===== config.mk =====
export PLATFORM = sky130hd
export DESIGN_NAME = ddr2_boot_seq
export DESIGN_NICKNAME = d
export VERILOG_FILES = /design/src/rtl/ddr2_boot_pkg.sv /design/src/rtl/ddr2_boot_timer.sv /design/src/rtl/ddr2_boot_dll_wait.sv /design/src/rtl/ddr2_boot_seq.sv
export SDC_FILE = /design/constraint.sdc
export NUM_CORES = 1
export LEC_CHECK = 0
export BUFFER_PORTS_ARGS = -buffer_cell sky130_fd_sc_hd__buf_4
export CAP_MARGIN = 0
export CORE_UTILIZATION = 55
export CTS_BUF_LIST = sky130_fd_sc_hd__clkbuf_16
export DETAILED_ROUTE_END_ITERATION = 16
export GPL_ROUTABILITY_DRIVEN = 0
export PLACE_DENSITY = 0.75
export RECOVER_POWER = 100
export SYNTH_ARGS = -nofsm -noshare
export SYNTH_HDL_FRONTEND = slang
export SYNTH_HIERARCHICAL = 1
export SYNTH_SLANG_ARGS = --single-unit
export TNS_END_PERCENT = 10

===== constraint.sdc =====
create_clock -name clk -period 3.9 [get_ports clk]
set_input_delay 0.195 -clock clk [delete_from_list [all_inputs] [get_ports clk]]
set_output_delay 0.195 -clock clk [all_outputs]
set_load 0.01 [all_outputs]

===== src/rtl/ddr2_boot_pkg.sv =====
package ddr2_boot_pkg;

    typedef enum logic [1:0] {
        CMD_NOP,
        CMD_LMR,
        CMD_PRE,
        CMD_REF
    } ddr_cmd_e;

    typedef struct packed {
        logic cs_n;
        logic ras_n;
        logic cas_n;
        logic we_n;
    } cmd_pins_t;

    typedef enum logic [3:0] {
        ST_CKE,
        ST_PRE1,
        ST_EMR2,
        ST_EMR3,
        ST_EMR1,
        ST_MRRST,
        ST_PRE2,
        ST_REF,
        ST_MROP,
        ST_OCDD,
        ST_OCDX,
        ST_FIN,
        ST_DONE
    } step_e;

    // Address bit positions decoded by the device
    localparam int unsigned BIT_ALLBANK = 10;
    localparam int unsigned BIT_DLLRST  = 8;
    localparam int unsigned BIT_SRATE   = 7;
    localparam int unsigned BIT_OCD_LO  = 7;
    localparam int unsigned BIT_OCD_HI  = 9;
    localparam int unsigned BIT_DLLOFF  = 0;

    function automatic cmd_pins_t encode_cmd(ddr_cmd_e c);
        cmd_pins_t p;
        case (c)
            CMD_LMR: p = '{cs_n: 1'b0, ras_n: 1'b0, cas_n: 1'b0, we_n: 1'b0};
            CMD_PRE: p = '{cs_n: 1'b0, ras_n: 1'b0, cas_n: 1'b1, we_n: 1'b0};
            CMD_REF: p = '{cs_n: 1'b0, ras_n: 1'b0, cas_n: 1'b0, we_n: 1'b1};
            default: p = '{cs_n: 1'b0, ras_n: 1'b1, cas_n: 1'b1, we_n: 1'b1};
        endcase
        return p;
    endfunction

    function automatic int unsigned max_u(int unsigned a, int unsigned b);
        return (a > b) ? a : b;
    endfunction

endpackage


===== src/rtl/ddr2_boot_timer.sv =====
module ddr2_boot_timer #(
    parameter int unsigned W       = 8,
    parameter int unsigned RST_VAL = 0
) (
    input  logic         clk,
    input  logic         rst,
    input  logic         load,
    input  logic [W-1:0] load_val,
    output logic         expired
);
    logic [W-1:0] cnt_q;

    always_ff @(posedge clk) begin
        if (rst)
            cnt_q <= W'(RST_VAL);
        else if (load)
            cnt_q <= load_val;
        else if (cnt_q != '0)
            cnt_q <= cnt_q - 1'b1;
    end

    assign expired = (cnt_q == '0);

    // a new wait is only started once the previous one has run out
    p_load_after_expiry_r10: assert property (@(posedge clk) disable iff (rst)
        load |-> expired);

endmodule


===== src/rtl/ddr2_boot_dll_wait.sv =====
module ddr2_boot_dll_wait #(
    parameter int unsigned T_DLL = 200
) (
    input  logic clk,
    input  logic rst,
    input  logic start,
    output logic ready
);
    localparam int unsigned DW = $clog2(T_DLL + 1);

    logic          armed_q;
    logic [DW-1:0] cnt_q;

    always_ff @(posedge clk) begin
        if (rst) begin
            armed_q <= 1'b0;
            cnt_q   <= '0;
        end else if (start) begin
            armed_q <= 1'b1;
            cnt_q   <= DW'(T_DLL);
        end else if (cnt_q != '0) begin
            cnt_q <= cnt_q - 1'b1;
        end
    end

    assign ready = armed_q && (cnt_q == '0);

    // the DLL reset is requested only once per sequence
    p_single_dll_reset_r6: assert property (@(posedge clk) disable iff (rst)
        start |-> !armed_q);

endmodule


===== src/rtl/ddr2_boot_seq.sv =====
module ddr2_boot_seq
    import ddr2_boot_pkg::*;
#(
    parameter int unsigned T_STABLE = 50000,
    parameter int unsigned T_CKE    = 100,
    parameter int unsigned T_MRD    = 2,
    parameter int unsigned T_RP     = 4,
    parameter int unsigned T_RFC    = 32,
    parameter int unsigned N_REF    = 2,
    parameter int unsigned T_DLL    = 200,
    parameter int unsigned ADDR_W   = 14,
    parameter int unsigned BA_W     = 3,
    parameter logic [ADDR_W-1:0] MR_OPER  = ADDR_W'(14'h0432),
    parameter logic [ADDR_W-1:0] EMR_OPER = ADDR_W'(14'h0044),
    parameter logic              SR_RATE  = 1'b0
) (
    input  logic              clk,
    input  logic              rst,
    output logic              ck_en,
    output logic              cs_n,
    output logic              ras_n,
    output logic              cas_n,
    output logic              we_n,
    output logic [BA_W-1:0]   ba,
    output logic [ADDR_W-1:0] addr,
    output logic              odt,
    output logic              init_done
);
    localparam int unsigned MAXD  = max_u(max_u(T_STABLE, T_CKE),
                                          max_u(max_u(T_MRD, T_RP), T_RFC));
    localparam int unsigned CNT_W = $clog2(MAXD + 1);
    localparam int unsigned REF_W = $clog2(N_REF + 1);
    localparam int unsigned SW    = $clog2(T_DLL + 2);

    step_e               step_q, nxt_step;
    logic [REF_W-1:0]    ref_left_q;
    cmd_pins_t           pins_q;
    logic [BA_W-1:0]     ba_q, nxt_ba;
    logic [ADDR_W-1:0]   addr_q, nxt_addr;
    logic                cke_q, done_q;
    ddr_cmd_e            nxt_cmd;
    logic [CNT_W-1:0]    nxt_delay;
    logic                cke_rise, tmr_expired, dll_ready, fire, dll_start;

    ddr2_boot_timer #(
        .W       (CNT_W),
        .RST_VAL (T_STABLE)
    ) u_timer (
        .clk      (clk),
        .rst      (rst),
        .load     (fire),
        .load_val (nxt_delay),
        .expired  (tmr_expired)
    );

    ddr2_boot_dll_wait #(
        .T_DLL (T_DLL)
    ) u_dll (
        .clk   (clk),
        .rst   (rst),
        .start (dll_start),
        .ready (dll_ready)
    );

    // Action taken when the current step's wait has run out
    always_comb begin
        nxt_cmd   = CMD_NOP;
        nxt_ba    = '0;
        nxt_addr  = '0;
        nxt_delay = '0;
        nxt_step  = step_q;
        cke_rise  = 1'b0;
        case (step_q)
            ST_CKE: begin
                cke_rise  = 1'b1;
                nxt_delay = CNT_W'(T_CKE);
                nxt_step  = ST_PRE1;
            end
            ST_PRE1, ST_PRE2: begin
                nxt_cmd               = CMD_PRE;
                nxt_addr[BIT_ALLBANK] = 1'b1;
                nxt_delay             = CNT_W'(T_RP);
                nxt_step              = (step_q == ST_PRE1) ? ST_EMR2 : ST_REF;
            end
            ST_EMR2: begin
                nxt_cmd             = CMD_LMR;
                nxt_ba              = BA_W'(2);
                nxt_addr[BIT_SRATE] = SR_RATE;
                nxt_delay           = CNT_W'(T_MRD);
                nxt_step            = ST_EMR3;
            end
            ST_EMR3: begin
                nxt_cmd   = CMD_LMR;
                nxt_ba    = BA_W'(3);
                nxt_delay = CNT_W'(T_MRD);
                nxt_step  = ST_EMR1;
            end
            ST_EMR1: begin
                nxt_cmd   = CMD_LMR;
                nxt_ba    = BA_W'(1);
                nxt_delay = CNT_W'(T_MRD);
                nxt_step  = ST_MRRST;
            end
            ST_MRRST: begin
                nxt_cmd              = CMD_LMR;
                nxt_addr[BIT_DLLRST] = 1'b1;
                nxt_delay            = CNT_W'(T_MRD);
                nxt_step             = ST_PRE2;
            end
            ST_REF: begin
                nxt_cmd   = CMD_REF;
                nxt_delay = CNT_W'(T_RFC);
                nxt_step  = (ref_left_q == REF_W'(1)) ? ST_MROP : ST_REF;
            end
            ST_MROP: begin
                nxt_cmd              = CMD_LMR;
                nxt_addr             = MR_OPER;
                nxt_addr[BIT_DLLRST] = 1'b0;
                nxt_delay            = CNT_W'(T_MRD);
                nxt_step             = ST_OCDD;
            end
            ST_OCDD, ST_OCDX: begin
                nxt_cmd                          = CMD_LMR;
                nxt_ba                           = BA_W'(1);
                nxt_addr                         = EMR_OPER;
                nxt_addr[BIT_DLLOFF]             = 1'b0;
                nxt_addr[BIT_OCD_HI:BIT_OCD_LO]  = (step_q == ST_OCDD) ? 3'b111 : 3'b000;
                nxt_delay                        = CNT_W'(T_MRD);
                nxt_step                         = (step_q == ST_OCDD) ? ST_OCDX : ST_FIN;
            end
            ST_FIN:  nxt_step = ST_DONE;
            default: ;
        endcase
    end

    assign fire      = tmr_expired && (step_q != ST_DONE) &&
                       ((step_q != ST_FIN) || dll_ready);
    assign dll_start = fire && (step_q == ST_MRRST);

    always_ff @(posedge clk) begin
        if (rst) begin
            step_q     <= ST_CKE;
            ref_left_q <= REF_W'(N_REF);
            pins_q     <= encode_cmd(CMD_NOP);
            ba_q       <= '0;
            addr_q     <= '0;
            cke_q      <= 1'b0;
            done_q     <= 1'b0;
        end else begin
            pins_q <= encode_cmd(fire ? nxt_cmd : CMD_NOP);
            ba_q   <= fire ? nxt_ba : '0;
            addr_q <= fire ? nxt_addr : '0;
            if (fire) begin
                step_q <= nxt_step;
                if (cke_rise)
                    cke_q <= 1'b1;
                if (step_q == ST_REF)
                    ref_left_q <= ref_left_q - 1'b1;
                if (step_q == ST_FIN)
                    done_q <= 1'b1;
            end
        end
    end

    assign ck_en     = cke_q;
    assign cs_n      = pins_q.cs_n;
    assign ras_n     = pins_q.ras_n;
    assign cas_n     = pins_q.cas_n;
    assign we_n      = pins_q.we_n;
    assign ba        = ba_q;
    assign addr      = addr_q;
    assign odt       = 1'b0;
    assign init_done = done_q;

    // ---------------- assertions on the port behaviour ----------------
    logic          mr_rst_seen;
    logic          seen_q;
    logic [SW-1:0] since_q;
    logic          bus_idle;

    assign bus_idle    = ras_n && cas_n && we_n;
    assign mr_rst_seen = !cs_n && !ras_n && !cas_n && !we_n &&
                         (ba == '0) && addr[BIT_DLLRST];

    always_ff @(posedge clk) begin
        if (rst) begin
            seen_q  <= 1'b0;
            since_q <= '0;
        end else if (mr_rst_seen) begin
            seen_q  <= 1'b1;
            since_q <= SW'(1);
        end else if (seen_q && since_q != SW'(T_DLL + 1)) begin
            since_q <= since_q + 1'b1;
        end
    end

    p_reset_quiet_r1: assert property (@(posedge clk)
        rst |=> (!ck_en && !init_done && !cs_n && bus_idle && ba == '0 && addr == '0));

    p_cke_hold_r2: assert property (@(posedge clk) disable iff (rst)
        ck_en |=> ck_en);

    p_cmd_needs_cke_r2: assert property (@(posedge clk) disable iff (rst)
        !bus_idle |-> ck_en);

    p_pre_all_banks_r3: assert property (@(posedge clk) disable iff (rst)
        (!cs_n && !ras_n && cas_n && !we_n) |-> addr[BIT_ALLBANK]);

    p_nop_after_cmd_r10: assert property (@(posedge clk) disable iff (rst)
        !bus_idle |=> bus_idle);

    p_done_after_lock_r11: assert property (@(posedge clk) disable iff (rst)
        $rose(init_done) |-> (seen_q && since_q > SW'(T_DLL)));

    p_done_hold_r11: assert property (@(posedge clk) disable iff (rst)
        init_done |=> init_done);

endmodule


==> reports/metrics.cfg <==
[setup_path]
r2r_setup_slack_ns = 1.00
critPathKind = reg2reg
cp_slowest_cell = sky130_fd_sc_hd__or4b_1
worst_setup_path_end_kind = flop
cp_data_required_time_ns = 4.08
r2r-start = u_timer/cnt_q[0]
worstPathArrival_ns = 3.08
timing.critical_path.fanout_max = 11
worstRegToRegCells = 7
critical_path.startpoint_type = flop
critical-path-max-stage-delay_ns = 0.64
timing.critical_path.cells = inv_1, ha_1, or4b_1, nor4_4, clkbuf_1, nand3_1, nor4b_1
regToRegEndpoint = addr[7]

[power_and_ir_drop]
vdd_ir_drop_max_v = 0.0003806
switching_power_uw = 398.5
p_clk_frac = 0.379
p_sw_frac = 0.2845
power_report.internal_total_mw = 1.002
power_density_normalized_to_cell_area_mw_per_mm2 = 527.7
comb_power_share = 0.226
leakage_nw = 1.002
seqPwrFrac = 0.395

[grt]
vias_in_the_first_global_route = 1828
grt_first_pass_wirelength_mm = 8.349
maximum_number_of_pins_on_one_net_before_global_route_repair = 38
grtUsageMet1 = 0.2793
grt-busiest-layer = met2
grt_util_met2 = 0.3441
grt_usage = 0.2111
antenna_found_initial = 0
globalRouteOverflowTotal = 0
grt.met3_usage = 0.03634

[routing]
via_count = 2029
wire_length_per_cell_um = 13.50
dr_drc_count = 0
detail-route-antenna-nets = 0
drt_first_iter_violations = 176
postRouteWirelength_mm = 4.821
per_cell_via_count_in_the_routed_design = 5.683
drt-pass1-iter-count = 4

[final_layout]
nNetsFinal = 311
nFillCells = 392
final_layout_size_suffix_gt1_frac = 0.07213
mostFrequentLayoutCells = 43 x sky130_fd_sc_hd__dfxtp_1, 33 x sky130_fd_sc_hd__nor2_1, 20 x sky130_fd_sc_hd__conb_1
fin_area_mm2 = 0.002654
layout_commonest_cell = sky130_fd_sc_hd__dfxtp_1
area_growth_pct = 6.530
insertedDiodeCount = 0
finalNonFillerCells = 357

[floorplan]
overall_die_width_um = 69.30
die_area_mm2 = 0.004802
initial_core_util = 0.5721
die_y_um = 69.30
core-area_mm2 = 0.004354
io_pins = 26
core.rowCount = 24

[status]
run_status = finished, final reports clean

[cts]
clk_path_buf_depth = 2
tritoncts = built
post-cts-setup-buffers = 0
cts.clk_slew.worst_paths_ns = 0.06
tritoncts.num_buffers = 5
cts_repair_resize_count = 0
cts-htree-levels = 2
postCtsHoldBufs = 0
insertion_delay_ns = 0.28
clock-sinks = 43
root_buffer = sky130_fd_sc_hd__clkbuf_16

[placement]
port-buffer-count = 17
placedInstanceArea_mm2 = 0.002547
place.detailed.instances = 349
dp_hpwl_mm = 3.278

[yosys]
ys_warn_count = 6
synth_enable_flop_cells = 0
syn_avg_cell_area_um2 = 8.620
post_synth_instance_area_mm2 = 0.002491
synth_ff_type = sky130_fd_sc_hd__dfxtp_1
async_sr_flop_fraction = 0
yosys.cell_types.count = 65
synth-seq-cells = 43
synth.yosys.seq_area_share = 0.3456
cells_after_synthesis = 289

[min_path]
cell_depth_of_the_worst_min_delay_path = 2
hold_class = in2reg
worstHoldEndpoint = ck_en
worstHoldStart = rst

[timing]
final.min_clock_period_ns = 2.898
f_max_ghz = 0.3451
tns_ns = 0
hold_viol_final = 0
finClkSkew_ns = 0.004800
slew_headroom = 0.4746
final_min_period_over_clock_period = 0.7430
grt_setup_unrepaired = false
slew_viol_final = 0
finalSetupViolations = 0
worstMarginPinSlew_ns = 0.7871

[run]
maxCapViolations = 0

[layer usage]
metal,wire (um),part of all wire,vias up
met4,59,0.012,0
met2,2381,0.49,49
met3,212,0.044,7
met5,0,0,-
met1,2167,0.45,937
li1,-,-,1036
[how the worst max path moves through the flow]
stage,endpoint,slack (ns),startpoint,cells past startpoint
finish,addr[7],1.00,u_timer/cnt_q[0],7
global route,addr[7],0.74,u_timer/cnt_q[0],7
CTS,ras_n,1.01,u_timer/cnt_q[1],8
detailed placement,ras_n,1.05,u_timer/cnt_q[0],8
global placement,ras_n,1.15,u_timer/cnt_q[0],8
floorplan,ras_n,1.09,u_timer/cnt_q[0],10
[kinds of logic after synthesis]
logic type / synth area share
compound gates: 0.1708
simple gates: 0.2788
fa+ha+maj: 0.02511
flops: 0.3456
xor+xnor: 0.04571
mux: 0.02662
buf+inv: 0.1060
other cells: 0.001505
[Yosys cell counts, drive strengths merged (2+ instances only)]
master	instances	area, um^2
nor2	33	126.4
mux2	2	26.27
o31ai	3	22.52
nor3	11	60.06
nor2b	4	32.53
o22ai	5	31.28
nand3b	2	15.01
clkbuf	4	15.01
xnor2	10	87.58
nand2	13	48.80
or4b	2	23.77
a211oi	5	42.54
nand3	3	20.02
mux2i	4	40.04
o21ai	13	65.06
o311a	2	21.27
buf	25	197.7
a21oi	14	70.07
a2111oi	2	17.52
nand4	2	12.51
nand2b	10	62.56
a211o	2	17.52
or3	4	25.02
or4	5	41.29
and3b	2	17.52
a21boi	2	15.02
o211ai	2	15.01
and3	4	25.02
nor4	10	92.59
and2	2	12.51
xor2	3	26.28
or2	4	25.02
a31oi	4	25.02
inv	11	41.29
ha	5	62.56
dfxtp	43	860.8
nor3b	2	15.01
[registers in the layout (all words and copies together), names as in the netlist]
signal / flops
ck_en: 1
we_n: 1
u_dll/armed_q: 1
ref_left_q: 2
ba: 2
ras_n: 1
cas_n: 1
u_timer/cnt_q: 16
addr: 5
step_q: 4
init_done: 1
u_dll/cnt_q: 8
[worst max-delay path, delay by kind of cell (launching register included)]
kind,cells,cell delay (ns)
adder cells (fa/ha/maj),1,0.21
AND/OR/NAND/NOR,4,1.75
flip-flops,1,0.32
buffers and inverters,2,0.51
[metrics by stage]
step	util	worst slack [ns]	power [mW]	hold slack, ns
floorplan	-	1.086	0.8205	0.4258
global placement	0.5851	1.152	0.8605	0.4444
detailed placement	0.5851	1.049	0.8620	0.4804
CTS	0.6284	1.010	1.401	0.3103
global route	0.6095	0.7421	1.470	0.3292
finish	0.6095	1.002	1.400	0.3107
[power by group through the flow]
| stage | sequential [mW] | clock, mW | combinational (mW) |
|---|---|---|---|
| 2_1_floorplan | 0.538 | 0 | 0.283 |
| 3_3_place_gp | 0.557 | 0 | 0.304 |
| 3_5_place_dp | 0.555 | 0 | 0.306 |
| 4_1_cts | 0.549 | 0.539 | 0.313 |
| 5_1_grt | 0.560 | 0.555 | 0.355 |
| 6_report | 0.553 | 0.531 | 0.317 |
[final cells by class]
cell class | count | area [um^2] | share of cell area
multi-input combinational | 224 | 1419 | 0.5347
sequential | 43 | 860.8 | 0.3244
clock buffer | 5 | 125.1 | 0.04715
timing repair buffer | 19 | 78.83 | 0.02970
tap | 52 | 65.06 | 0.02452
clock inverter | 3 | 63.81 | 0.02405
inverter | 11 | 41.29 | 0.01556
(Power assumes the default switching activity.)
